[src/rtl/scr_pkg.sv]
// Shared constants and sequence arithmetic for the line scrambler.
// Assumes state bit i holds the sequence bit produced i+1 steps ago.
package scr_pkg;
    localparam int PRBS_W   = 11;
    localparam int PRBS_TAP = 9;

    typedef logic [PRBS_W-1:0] prbs_t;

    // Current sequence bit: x(n) = x(n-11) ^ x(n-9)
    function automatic logic prbs_bit(input prbs_t s);
        return s[PRBS_W-1] ^ s[PRBS_TAP-1];
    endfunction

    // State after emitting the current bit
    function automatic prbs_t prbs_next(input prbs_t s);
        return {s[PRBS_W-2:0], prbs_bit(s)};
    endfunction
endpackage

[src/rtl/scr_prbs_gen.sv]
// Pseudo-random sequence generator with a load port.
// Presents the current sequence bit combinationally; steps on advance.
// Assumes load and advance are not needed in the same cycle (load wins).
module scr_prbs_gen
    import scr_pkg::*;
#(
    parameter prbs_t SEED = '1
) (
    input  logic  clk,
    input  logic  rst_n,
    input  logic  advance,
    input  logic  load,
    input  prbs_t load_val,
    output logic  seq_bit
);
    prbs_t st;

    // State register: reset seed, alignment load, or one step
    always_ff @(posedge clk) begin
        if (!rst_n) begin
            st <= SEED;
        end else if (load) begin
            st <= load_val;
        end else if (advance) begin
            st <= prbs_next(st);
        end
    end

    assign seq_bit = prbs_bit(st);
endmodule

[src/rtl/scr_tx_path.sv]
// Transmit whitening: XOR each valid bit with the next sequence bit.
// Output is registered, one clock after the input bit.
module scr_tx_path
    import scr_pkg::*;
(
    input  logic clk,
    input  logic rst_n,
    input  logic in_valid,
    input  logic in_bit,
    output logic out_valid,
    output logic out_bit
);
    logic seq;

    scr_prbs_gen #(.SEED('1)) u_gen (
        .clk      (clk),
        .rst_n    (rst_n),
        .advance  (in_valid),
        .load     (1'b0),
        .load_val ('0),
        .seq_bit  (seq)
    );

    // Output register for the whitened bit
    always_ff @(posedge clk) begin
        if (!rst_n) begin
            out_valid <= 1'b0;
            out_bit   <= 1'b0;
        end else begin
            out_valid <= in_valid;
            if (in_valid) begin
                out_bit <= in_bit ^ seq;
            end
        end
    end
endmodule

[src/rtl/scr_rx_acquire.sv]
// Blind alignment search on the received stream.
// Keeps the last PRBS_W received bits, forms tap hypotheses once the history
// is full, and flags detection on PRBS_W consecutive hypothesis ones.
// Assumes the plain stream is all ones (idle) while searching, so the load
// value is the inverted history including the current bit.
module scr_rx_acquire
    import scr_pkg::*;
(
    input  logic  clk,
    input  logic  rst_n,
    input  logic  bit_valid,
    input  logic  bit_in,
    input  logic  searching,
    output logic  detect,
    output prbs_t load_val
);
    localparam int FILL_W = $clog2(PRBS_W + 1);
    localparam int HRUN_W = $clog2(PRBS_W);

    prbs_t              hist;
    logic [FILL_W-1:0]  fill;
    logic [HRUN_W-1:0]  hrun;
    prbs_t              hist_new;
    logic               hyp;
    logic               full;

    // Hypothesis and detection for the bit arriving this cycle
    always_comb begin
        hist_new = {hist[PRBS_W-2:0], bit_in};
        hyp      = bit_in ^ hist[PRBS_TAP-1] ^ hist[PRBS_W-1];
        full     = (fill == FILL_W'(PRBS_W));
        detect   = bit_valid && searching && full && hyp &&
                   (hrun == HRUN_W'(PRBS_W - 1));
        load_val = ~hist_new;
    end

    // History, fill level and hypothesis run bookkeeping
    always_ff @(posedge clk) begin
        if (!rst_n) begin
            hist <= '0;
            fill <= '0;
            hrun <= '0;
        end else if (bit_valid) begin
            hist <= hist_new;
            if (!full) begin
                fill <= fill + FILL_W'(1);
            end
            if (!searching || !full || !hyp || detect) begin
                hrun <= '0;
            end else begin
                hrun <= hrun + HRUN_W'(1);
            end
        end
    end
endmodule

[src/rtl/scr_lock_monitor.sv]
// Lock health check on the descrambled stream.
// Expects a run of IDLE_RUN ones at least once in every LOSS_LEN bits;
// raises drop on the bit that exhausts the window without one.
module scr_lock_monitor #(
    parameter int IDLE_RUN = 10,
    parameter int LOSS_LEN = 32
) (
    input  logic clk,
    input  logic rst_n,
    input  logic arm,
    input  logic bit_valid,
    input  logic dbit,
    output logic drop
);
    localparam int RUN_W = $clog2(IDLE_RUN + 1);
    localparam int GAP_W = $clog2(LOSS_LEN);

    logic [RUN_W-1:0] run;
    logic [RUN_W-1:0] run_n;
    logic [GAP_W-1:0] gap;
    logic             idle_seen;

    // Saturating run of ones and loss decision for this bit
    always_comb begin
        if (!dbit) begin
            run_n = '0;
        end else if (run == RUN_W'(IDLE_RUN)) begin
            run_n = run;
        end else begin
            run_n = run + RUN_W'(1);
        end
        idle_seen = (run_n == RUN_W'(IDLE_RUN));
        drop      = bit_valid && !idle_seen && (gap == GAP_W'(LOSS_LEN - 1));
    end

    // Run and gap counters; acquisition counts as a fresh idle run
    always_ff @(posedge clk) begin
        if (!rst_n) begin
            run <= '0;
            gap <= '0;
        end else if (arm) begin
            run <= RUN_W'(IDLE_RUN);
            gap <= '0;
        end else if (bit_valid) begin
            run <= run_n;
            if (idle_seen || drop) begin
                gap <= '0;
            end else begin
                gap <= gap + GAP_W'(1);
            end
        end
    end
endmodule

[src/rtl/line_scrambler.sv]
// Top level: transmit whitening plus receive descrambling with blind
// alignment. One bit per clock each way, valid-qualified, outputs registered.
// Assumes the far transmitter sends idle (plain ones) long enough to align.
module line_scrambler
    import scr_pkg::*;
#(
    parameter int IDLE_RUN = 10,
    parameter int LOSS_LEN = 32
) (
    input  logic clk,
    input  logic rst_n,
    input  logic tx_valid,
    input  logic tx_din,
    output logic tx_dout_valid,
    output logic tx_dout,
    input  logic rx_valid,
    input  logic rx_din,
    output logic rx_dout_valid,
    output logic rx_dout,
    output logic rx_locked
);
    logic  locked_q;
    logic  rx_bit_locked;
    logic  detect;
    logic  drop;
    logic  rx_seq;
    logic  rx_plain;
    prbs_t load_val;

    assign rx_bit_locked = rx_valid && locked_q;
    assign rx_plain      = rx_din ^ rx_seq;
    assign rx_locked     = locked_q;

    scr_tx_path u_tx (
        .clk       (clk),
        .rst_n     (rst_n),
        .in_valid  (tx_valid),
        .in_bit    (tx_din),
        .out_valid (tx_dout_valid),
        .out_bit   (tx_dout)
    );

    scr_rx_acquire u_acq (
        .clk       (clk),
        .rst_n     (rst_n),
        .bit_valid (rx_valid),
        .bit_in    (rx_din),
        .searching (!locked_q),
        .detect    (detect),
        .load_val  (load_val)
    );

    scr_prbs_gen #(.SEED('1)) u_rx_gen (
        .clk      (clk),
        .rst_n    (rst_n),
        .advance  (rx_bit_locked),
        .load     (detect),
        .load_val (load_val),
        .seq_bit  (rx_seq)
    );

    scr_lock_monitor #(.IDLE_RUN(IDLE_RUN), .LOSS_LEN(LOSS_LEN)) u_mon (
        .clk       (clk),
        .rst_n     (rst_n),
        .arm       (detect),
        .bit_valid (rx_bit_locked),
        .dbit      (rx_plain),
        .drop      (drop)
    );

    // Lock flag: set on acquisition, cleared by the health check
    always_ff @(posedge clk) begin
        if (!rst_n) begin
            locked_q <= 1'b0;
        end else if (detect) begin
            locked_q <= 1'b1;
        end else if (drop) begin
            locked_q <= 1'b0;
        end
    end

    // Descrambled output register, valid only for locked bits
    always_ff @(posedge clk) begin
        if (!rst_n) begin
            rx_dout_valid <= 1'b0;
            rx_dout       <= 1'b0;
        end else begin
            rx_dout_valid <= rx_bit_locked;
            if (rx_bit_locked) begin
                rx_dout <= rx_plain;
            end
        end
    end
endmodule

[config.mk]
export PLATFORM = sky130hd
export DESIGN_NAME = line_scrambler
export DESIGN_NICKNAME = d
export VERILOG_FILES = /design/src/rtl/scr_pkg.sv /design/src/rtl/scr_prbs_gen.sv /design/src/rtl/scr_tx_path.sv /design/src/rtl/scr_rx_acquire.sv /design/src/rtl/scr_lock_monitor.sv /design/src/rtl/line_scrambler.sv
export SDC_FILE = /design/constraint.sdc
export NUM_CORES = 1
export LEC_CHECK = 0
export BUFFER_PORTS_ARGS = -buffer_cell sky130_fd_sc_hd__clkbuf_2
export CORE_MARGIN = 2
export CORE_UTILIZATION = 60
export DETAILED_ROUTE_END_ITERATION = 7
export PLACE_DENSITY = 0.76
export SYNTH_ARGS = -nofsm -noshare
export SYNTH_HDL_FRONTEND = slang
export SYNTH_SLANG_ARGS = --single-unit
[constraint.sdc]
create_clock -name clk -period 3.9 [get_ports clk]
set_input_delay 0.39 -clock clk [delete_from_list [all_inputs] [get_ports clk]]
set_output_delay 0.39 -clock clk [all_outputs]
set_load 0.1 [all_outputs]
==> results of run 1 <==
## metrics by stage
| step | utilization (%) | cell area (um2) | hold WS, ns | cells | power [W] |
|---|---|---|---|---|---|
| floorplan | - | 2370 | 0.436 | 254 | 0.000629 |
| global placement | 64.8 | 2420 | 0.451 | 297 | 0.000639 |
| detailed placement | 64.8 | 2420 | 0.453 | 297 | 0.000640 |
| CTS | 66.9 | 2510 | 0.413 | 305 | 0.000935 |
| global route | 66.9 | 2510 | 0.445 | 305 | 0.000959 |
| finish | 66.9 | 2510 | 0.423 | 305 | 0.000927 |
## metal layers
| metal | routed length, um | global-route usage, % | vias to the layer above |
|---|---|---|---|
| met3 | 114 | 3.55 | 5 |
| met2 | 1760 | 31.5 | 20 |
| met5 | 0 | 0 | - |
| li1 | - | - | 901 |
| met1 | 2080 | 28.6 | 812 |
| met4 | 56 | 6.89 | 0 |
## layout by cell type (no fill, tap or decap), types with 3 or more instances in the layout
master	count
a21oi_1	11
clkbuf_2	10
clkbuf_8	5
dfxtp_1	55
ha_1	7
inv_1	5
mux2i_1	24
nand2_1	31
nand3_1	13
nand4_1	3
nor2_1	28
nor3_1	6
o2111ai_1	8
o211ai_1	3
o21ai_0	6
xnor2_1	3
xor2_1	6
## flip-flops by register name (all words and copies together) (netlist names)
signal,count
rx_dout,1
rx_dout_valid,1
rx_locked,1
u_acq.fill,4
u_acq.hist,11
u_acq.hrun,4
u_mon.gap,5
u_mon.run,4
u_rx_gen.st,11
u_tx.out_bit,1
u_tx.out_valid,1
u_tx.u_gen.st,11
## worst paths after layout
kind                                       to  slack [ns]
setup / recovery    u_mon.gap[2]$_SDFFE_PP0P_        1.67
hold / removal    u_rx_gen.st[0]$_SDFFE_PN1P_        0.42
setup reg to reg    u_mon.gap[2]$_SDFFE_PP0P_        1.67
hold reg to reg     u_mon.gap[4]$_SDFFE_PP0P_        0.47
## area by class of cell
cell class | count | area (um2) | share of cell area, %
Tap cell | 48 | 60.1 | 2.40
Inverter | 5 | 18.8 | 0.749
Timing Repair Buffer | 10 | 50.0 | 2.00
Clock buffer | 7 | 76.3 | 3.05
Clock inverter | 1 | 5.00 | 0.200
Sequential cell | 55 | 1100 | 43.9
Multi-Input combinational cell | 179 | 1190 | 47.7
## kinds of logic after synthesis
logic type,Yosys count,synth area share [%]
AND/OR/NAND/NOR,97,19.7
flip-flops,55,46.4
AO/OA/AOI/OAI,40,11.5
multiplexers,24,10.1
buffers and inverters,20,3.32
XOR/XNOR,11,5.32
adder cells (fa/ha/maj),7,3.69
## power breakdown
part	internal (W)	switching [W]
Combinational	0.0000181	0.0000345
Sequential	0.000568	0.00000535
Clock	0.000127	0.000174
==> impl_metrics.tcl, run 1 <==
set metrics [dict create \
    outcome "finished, final reports clean" \
    synthTopCellsByArea "dfxtp_1 (46%), mux2i_1 (10%), nand2_1 (4.9%), nor2_1 (4.4%), ha_1 (3.7%)" \
    avgSynthCellArea_um2 9.35 \
    max_freq_ghz 0.449 \
    powerDensity_nw_per_um2 370 \
    max_stage_delay_ns 0.55 \
    syn_inst 254 \
    antennaDiodeCount 0 \
    critPathLaunchType "register" \
    crit_type "reg2reg" \
    viasPerCell 5.70 \
    dr.pass1.iters 4 \
    setup.worst_path.start "u_acq.fill[0]$_SDFFE_PN0P_" \
    dpl_worst_slack_ns 1.68 \
    cts.path.max_buffers 2 \
    io_pins 11 \
    drt-total-wl_um 4010 \
    setup_slack_ns 1.67 \
    drive_above_1_share_pct 8.95 \
    worst_pin_slew_ns 0.773 \
    slew_headroom_pct 48.4 \
    syn-cell-area_um2 2370 \
    postCtsHoldBufs 0 \
    cts_tree "done" \
    root_buffer "clkbuf_8" \
    syn_nets 267 \
    start_util_pct 63.4 \
    initialDrtViolationCount 129 \
    ys_ff_latch 55 \
    crit_chain "ha_1, nor4bb_1, nand3_2, nand2_1, nor3_1" \
    finalWeightedCongestion 0.792 \
    n_fill_cell 341 \
    grt_overflow 0 \
    critical-path-top-delay-family "simple AND/OR/NAND/NOR gates" \
    grt_max_degree 28 \
    area_growth_pct 5.53 \
    crit_buf_inv 0 \
    rsz0062_at_grt "no" \
    hold_depth 2 \
    die_y_um 66.9 \
    hold_class "in2reg" \
    num_rows 22 \
    r2r-start "u_acq.fill[0]$_SDFFE_PN0P_" \
    hpwlAfterDp_um 2640 \
    cp.depth 5 \
    async_flop_share_pct 0 \
    finalSetupViolCount 0 \
    fin_crit_ns 2.23 \
    drc_errors 0 \
    endpoint_kind "register" \
    skew_ns 0.00662 \
    gr-usage-all-layers_pct 20.4 \
    path_clk_slew_ns 0.09 \
    synth_enable_flop_cells 0 \
    hold_start "rx_din" \
    fin_crit_sh_pct 57.1 \
    cts_resized 0 \
    clkSinkCount 55 \
    insertion_delay_ns 0.30 \
    ctsHtreeMaxLevel 2 \
    ys_seq_area_share_pct 46.4 \
    grt_pass1_wl_um 7000 \
    port_buffers 10 \
    max-cap-violations 0 \
    cts_setup_buffers 0 \
    numCtsBuffers 5 \
    ir_worst_vdd_v 0.000261 \
    grt_pass1_vias 1562 \
    avgRoutedWirePerCell_um 13.1 \
    slowest_stage "nor4bb_1" \
    yosys-top-cells-count "dfxtp_1 (55), nand2_1 (31), nor2_1 (28)" \
    finalHoldViolCount 0 \
    required_ns 4.09 \
    power.leakage_nw 1.08 \
    synth_ff_type "dfxtp_1" \
    yosys.area.top_type_share_pct 46.4 \
    synth.largest_area_cell "dfxtp_1" \
    ys_warn_count 0 \
    die_w_um 66.9 \
    tns_ns 0 \
    core_um2 3740 \
    arrival_ns 2.41 \
    antenna_left 0 \
    synth_cell_type_count 42 \
    synth.most_common_cell "dfxtp_1" \
    slew_viol_final 0 \
    antenna_found_initial 0 \
    cp_max_fo 27 \
    vias 1738 \
    fin_nets 269 \
    reg2reg_depth 5 \
    dieArea_um2 4480 \
]
Note: power is estimated with default switching activity, not from simulation.
==> run 2: changes to the inputs <==
--- a/config.mk
+++ b/config.mk
@@ -5,6 +5,7 @@
 export SDC_FILE = /design/constraint.sdc
 export NUM_CORES = 1
 export LEC_CHECK = 0
+export ABC_AREA = 1
 export BUFFER_PORTS_ARGS = -buffer_cell sky130_fd_sc_hd__clkbuf_2
 export CORE_MARGIN = 2
 export CORE_UTILIZATION = 60
==> constraint.sdc (replaced) <==
create_clock -name clk -period 2.21 [get_ports clk]
set_input_delay 0.221 -clock clk [delete_from_list [all_inputs] [get_ports clk]]
set_output_delay 0.221 -clock clk [all_outputs]
set_load 0.1 [all_outputs]
==> run 2 against run 1 <==
- routed wire length grew 5.2%
- sequential share of layout area shrank 0.80 points
- clock power grew 98%
- via count grew 12%
- clock-buffer cell count grew 1
- global-route usage grew 0.98 points
- synthesized cell count grew 29%
- hold slack lost 0.19 ns
- design area grew 1.8%
- critical endpoint is now u_rx_gen.st[0]$_SDFFE_PN1P_
- largest cell class is now flip-flops and latches
==> impl_metrics.tcl, run 2 <==
set metrics [dict create \
    fin_crit_ns 1.54 \
    worst_pin_slew_ns 0.541 \
    synth_enable_flop_cells 0 \
    gr-usage-all-layers_pct 21.3 \
    drive_above_1_share_pct 8.61 \
    port_buffers 10 \
    clkPwrFrac_pct 33.4 \
    io_pins 11 \
    die_y_um 67.0 \
    ys_warn_count 0 \
    dr.pass1.iters 5 \
    grt_pass1_vias 1824 \
    synth.largest_area_cell "dfxtp_1" \
    die_w_um 67.0 \
    antenna_left 0 \
    ir_worst_vdd_v 0.000431 \
    crit_type "reg2reg" \
    n_fill_cell 352 \
    dieArea_um2 4490 \
    ys_ff_latch 55 \
    fin_crit_sh_pct 69.6 \
    async_flop_share_pct 0 \
    drc_errors 0 \
    finalSetupViolCount 0 \
    seqPwrFrac_pct 58.6 \
    skew_ns 0.00758 \
    area_growth_pct 7.26 \
    tns_ns 0 \
    critPathLaunchType "register" \
    power.leakage_nw 1.20 \
    p_int_w 0.00136 \
    cp_max_fo 11 \
    top_regs "u_acq.hist (11), u_rx_gen.st (11), u_tx.u_gen.st (11)" \
    drt-total-wl_um 4220 \
    synth.most_common_cell "nand2_1" \
    endpoint_kind "register" \
    start_util_pct 63.6 \
    finalWeightedCongestion 0.742 \
    yosys-top-cells-count "nand2_1 (102), dfxtp_1 (55), a21oi_1 (32), inv_1 (32), nor2_1 (23)" \
    synth_ff_type "dfxtp_1" \
    hold_class "in2reg" \
    arrival_ns 1.73 \
    switchingPower_w 0.000424 \
    slew_headroom_pct 64.1 \
    fin_nets 349 \
    grt_max_degree 37 \
    synthTopCellsByArea "dfxtp_1 (46%), nand2_1 (16%), a21oi_1 (6.7%), inv_1 (5.0%), nand3_1 (4.6%)" \
    num_rows 22 \
    setup.worst_path.start "u_acq.fill[1]$_SDFFE_PN0P_" \
    ys_seq_area_share_pct 46.3 \
    slew_viol_final 0 \
    path_clk_slew_ns 0.09 \
    grt_overflow 0 \
    viasPerCell 5.04 \
    insertion_delay_ns 0.30 \
    p_comb_share_pct 8.0 \
    hpwlAfterDp_um 2900 \
    cts_resized 0 \
    cts_setup_buffers 0 \
    yosys.area.top_type_share_pct 46.3 \
    root_buffer "clkbuf_8" \
    numCtsBuffers 5 \
    hold_start "tx_din" \
    p_sw_share_pct 23.8 \
    total_power_w 0.00178 \
    required_ns 2.40 \
    synth_cell_type_count 25 \
    max_freq_ghz 0.650 \
    r2r-start "u_acq.fill[1]$_SDFFE_PN0P_" \
    avgRoutedWirePerCell_um 11.0 \
    antenna_found_initial 0 \
    cts.path.max_buffers 2 \
    syn-cell-area_um2 2380 \
    finalHoldViolCount 0 \
    initialDrtViolationCount 135 \
    grt_pass1_wl_um 7390 \
    core_um2 3740 \
    cts_tree "done" \
    final_common_cell "nand2_1" \
    syn_nets 341 \
    powerDensity_nw_per_um2 698 \
    layout_common_cells "nand2_1 (102), dfxtp_1 (55), inv_1 (32), a21oi_1 (32), nor2_1 (23)" \
    antennaDiodeCount 0 \
    ctsHtreeMaxLevel 2 \
    vias 1939 \
    postCtsHoldBufs 0 \
    rsz0062_at_grt "no" \
    max-cap-violations 0 \
    syn_inst 328 \
    clkSinkCount 55 \
    avgSynthCellArea_um2 7.26 \
    outcome "finished, final reports clean" \
]
## run 2: cell count changes after synthesis, sizes merged, moves of 3 or more
cell / before / now
clkbuf: 9 / 5
inv: 5 / 35
mux2i: 24 / 0
nand3: 14 / 24
o2111ai: 8 / 0
nor2: 28 / 25
o21ai: 7 / 18
o211ai: 3 / 0
a21oi: 11 / 32
nor3: 7 / 1
nand2: 31 / 103
## run 2: worst max-delay path: stages (launching register included)
cell     delay [ns]
dfxtp_1        0.36
ha_1           0.19
nand3_1        0.11
nor2_1         0.12
nand3_2        0.12
nor2_4         0.23
nor2_2         0.15
nand2_1        0.09
nand3_1        0.06
## run 2: area by class of cell
| cell class | instances | area [um2] | area share [%] |
|---|---|---|---|
| multi-input cells | 224 | 1080 | 42.2 |
| inverters | 36 | 135 | 5.29 |
| repair buffers | 14 | 80.1 | 3.14 |
| well taps | 48 | 60.1 | 2.35 |
| clock buffers | 8 | 100 | 3.92 |
| flip-flops and latches | 55 | 1100 | 43.1 |
## run 2: metal layers
metal | track usage [%] | up-vias | share of wire (%)
li1 | - | 1053 | -
met2 | 38.6 | 21 | 48
met4 | 6.12 | 0 | 0.97
met1 | 25.1 | 860 | 49
met5 | 0 | - | 0
met3 | 4.56 | 5 | 2.5
## run 2: worst paths after layout
| kind | to | slack, ns | cells past startpoint |
|---|---|---|---|
| min reg2reg | u_tx.u_gen.st[7]$_SDFFE_PN1P_ | 0.46 | 2 |
| min | u_tx.out_bit$_SDFFE_PN0P_ | 0.24 | 4 |
| max | u_rx_gen.st[0]$_SDFFE_PN1P_ | 0.67 | 8 |
| max reg2reg | u_rx_gen.st[0]$_SDFFE_PN1P_ | 0.67 | 8 |
## run 2: kinds of logic after synthesis
group,synth area share [%]
AO/OA/AOI/OAI,11.4
XOR/XNOR,2.94
adder cells (fa/ha/maj),3.68
buffers and inverters,8.52
flip-flops,46.3
AND/OR/NAND/NOR,27.2
## run 2: through the flow
| stage | cells | setup WS (ns) | area (um2) | hold slack [ns] | util, % |
|---|---|---|---|---|---|
| final | 385 | 0.672 | 2550 | 0.235 | 68.2 |
| after global routing | 385 | 0.515 | 2550 | 0.254 | 68.2 |
| after CTS | 385 | 0.658 | 2550 | 0.234 | 68.2 |
| after detailed placement | 377 | 0.690 | 2450 | 0.443 | 65.5 |
| after global placement | 377 | 0.743 | 2450 | 0.436 | 65.5 |
| after floorplan | 328 | 0.380 | 2380 | 0.347 | - |
## run 2: power by group through the flow
| stage | registers, W | clock network [W] | logic (W) |
|---|---|---|---|
| finish | 0.00104 | 0.000595 | 0.000142 |
| global route | 0.00105 | 0.000640 | 0.000163 |
| CTS | 0.00104 | 0.000607 | 0.000142 |
| detailed placement | 0.00107 | 0 | 0.000142 |
| global placement | 0.00107 | 0 | 0.000138 |
| floorplan | 0.00108 | 0 | 0.0000942 |
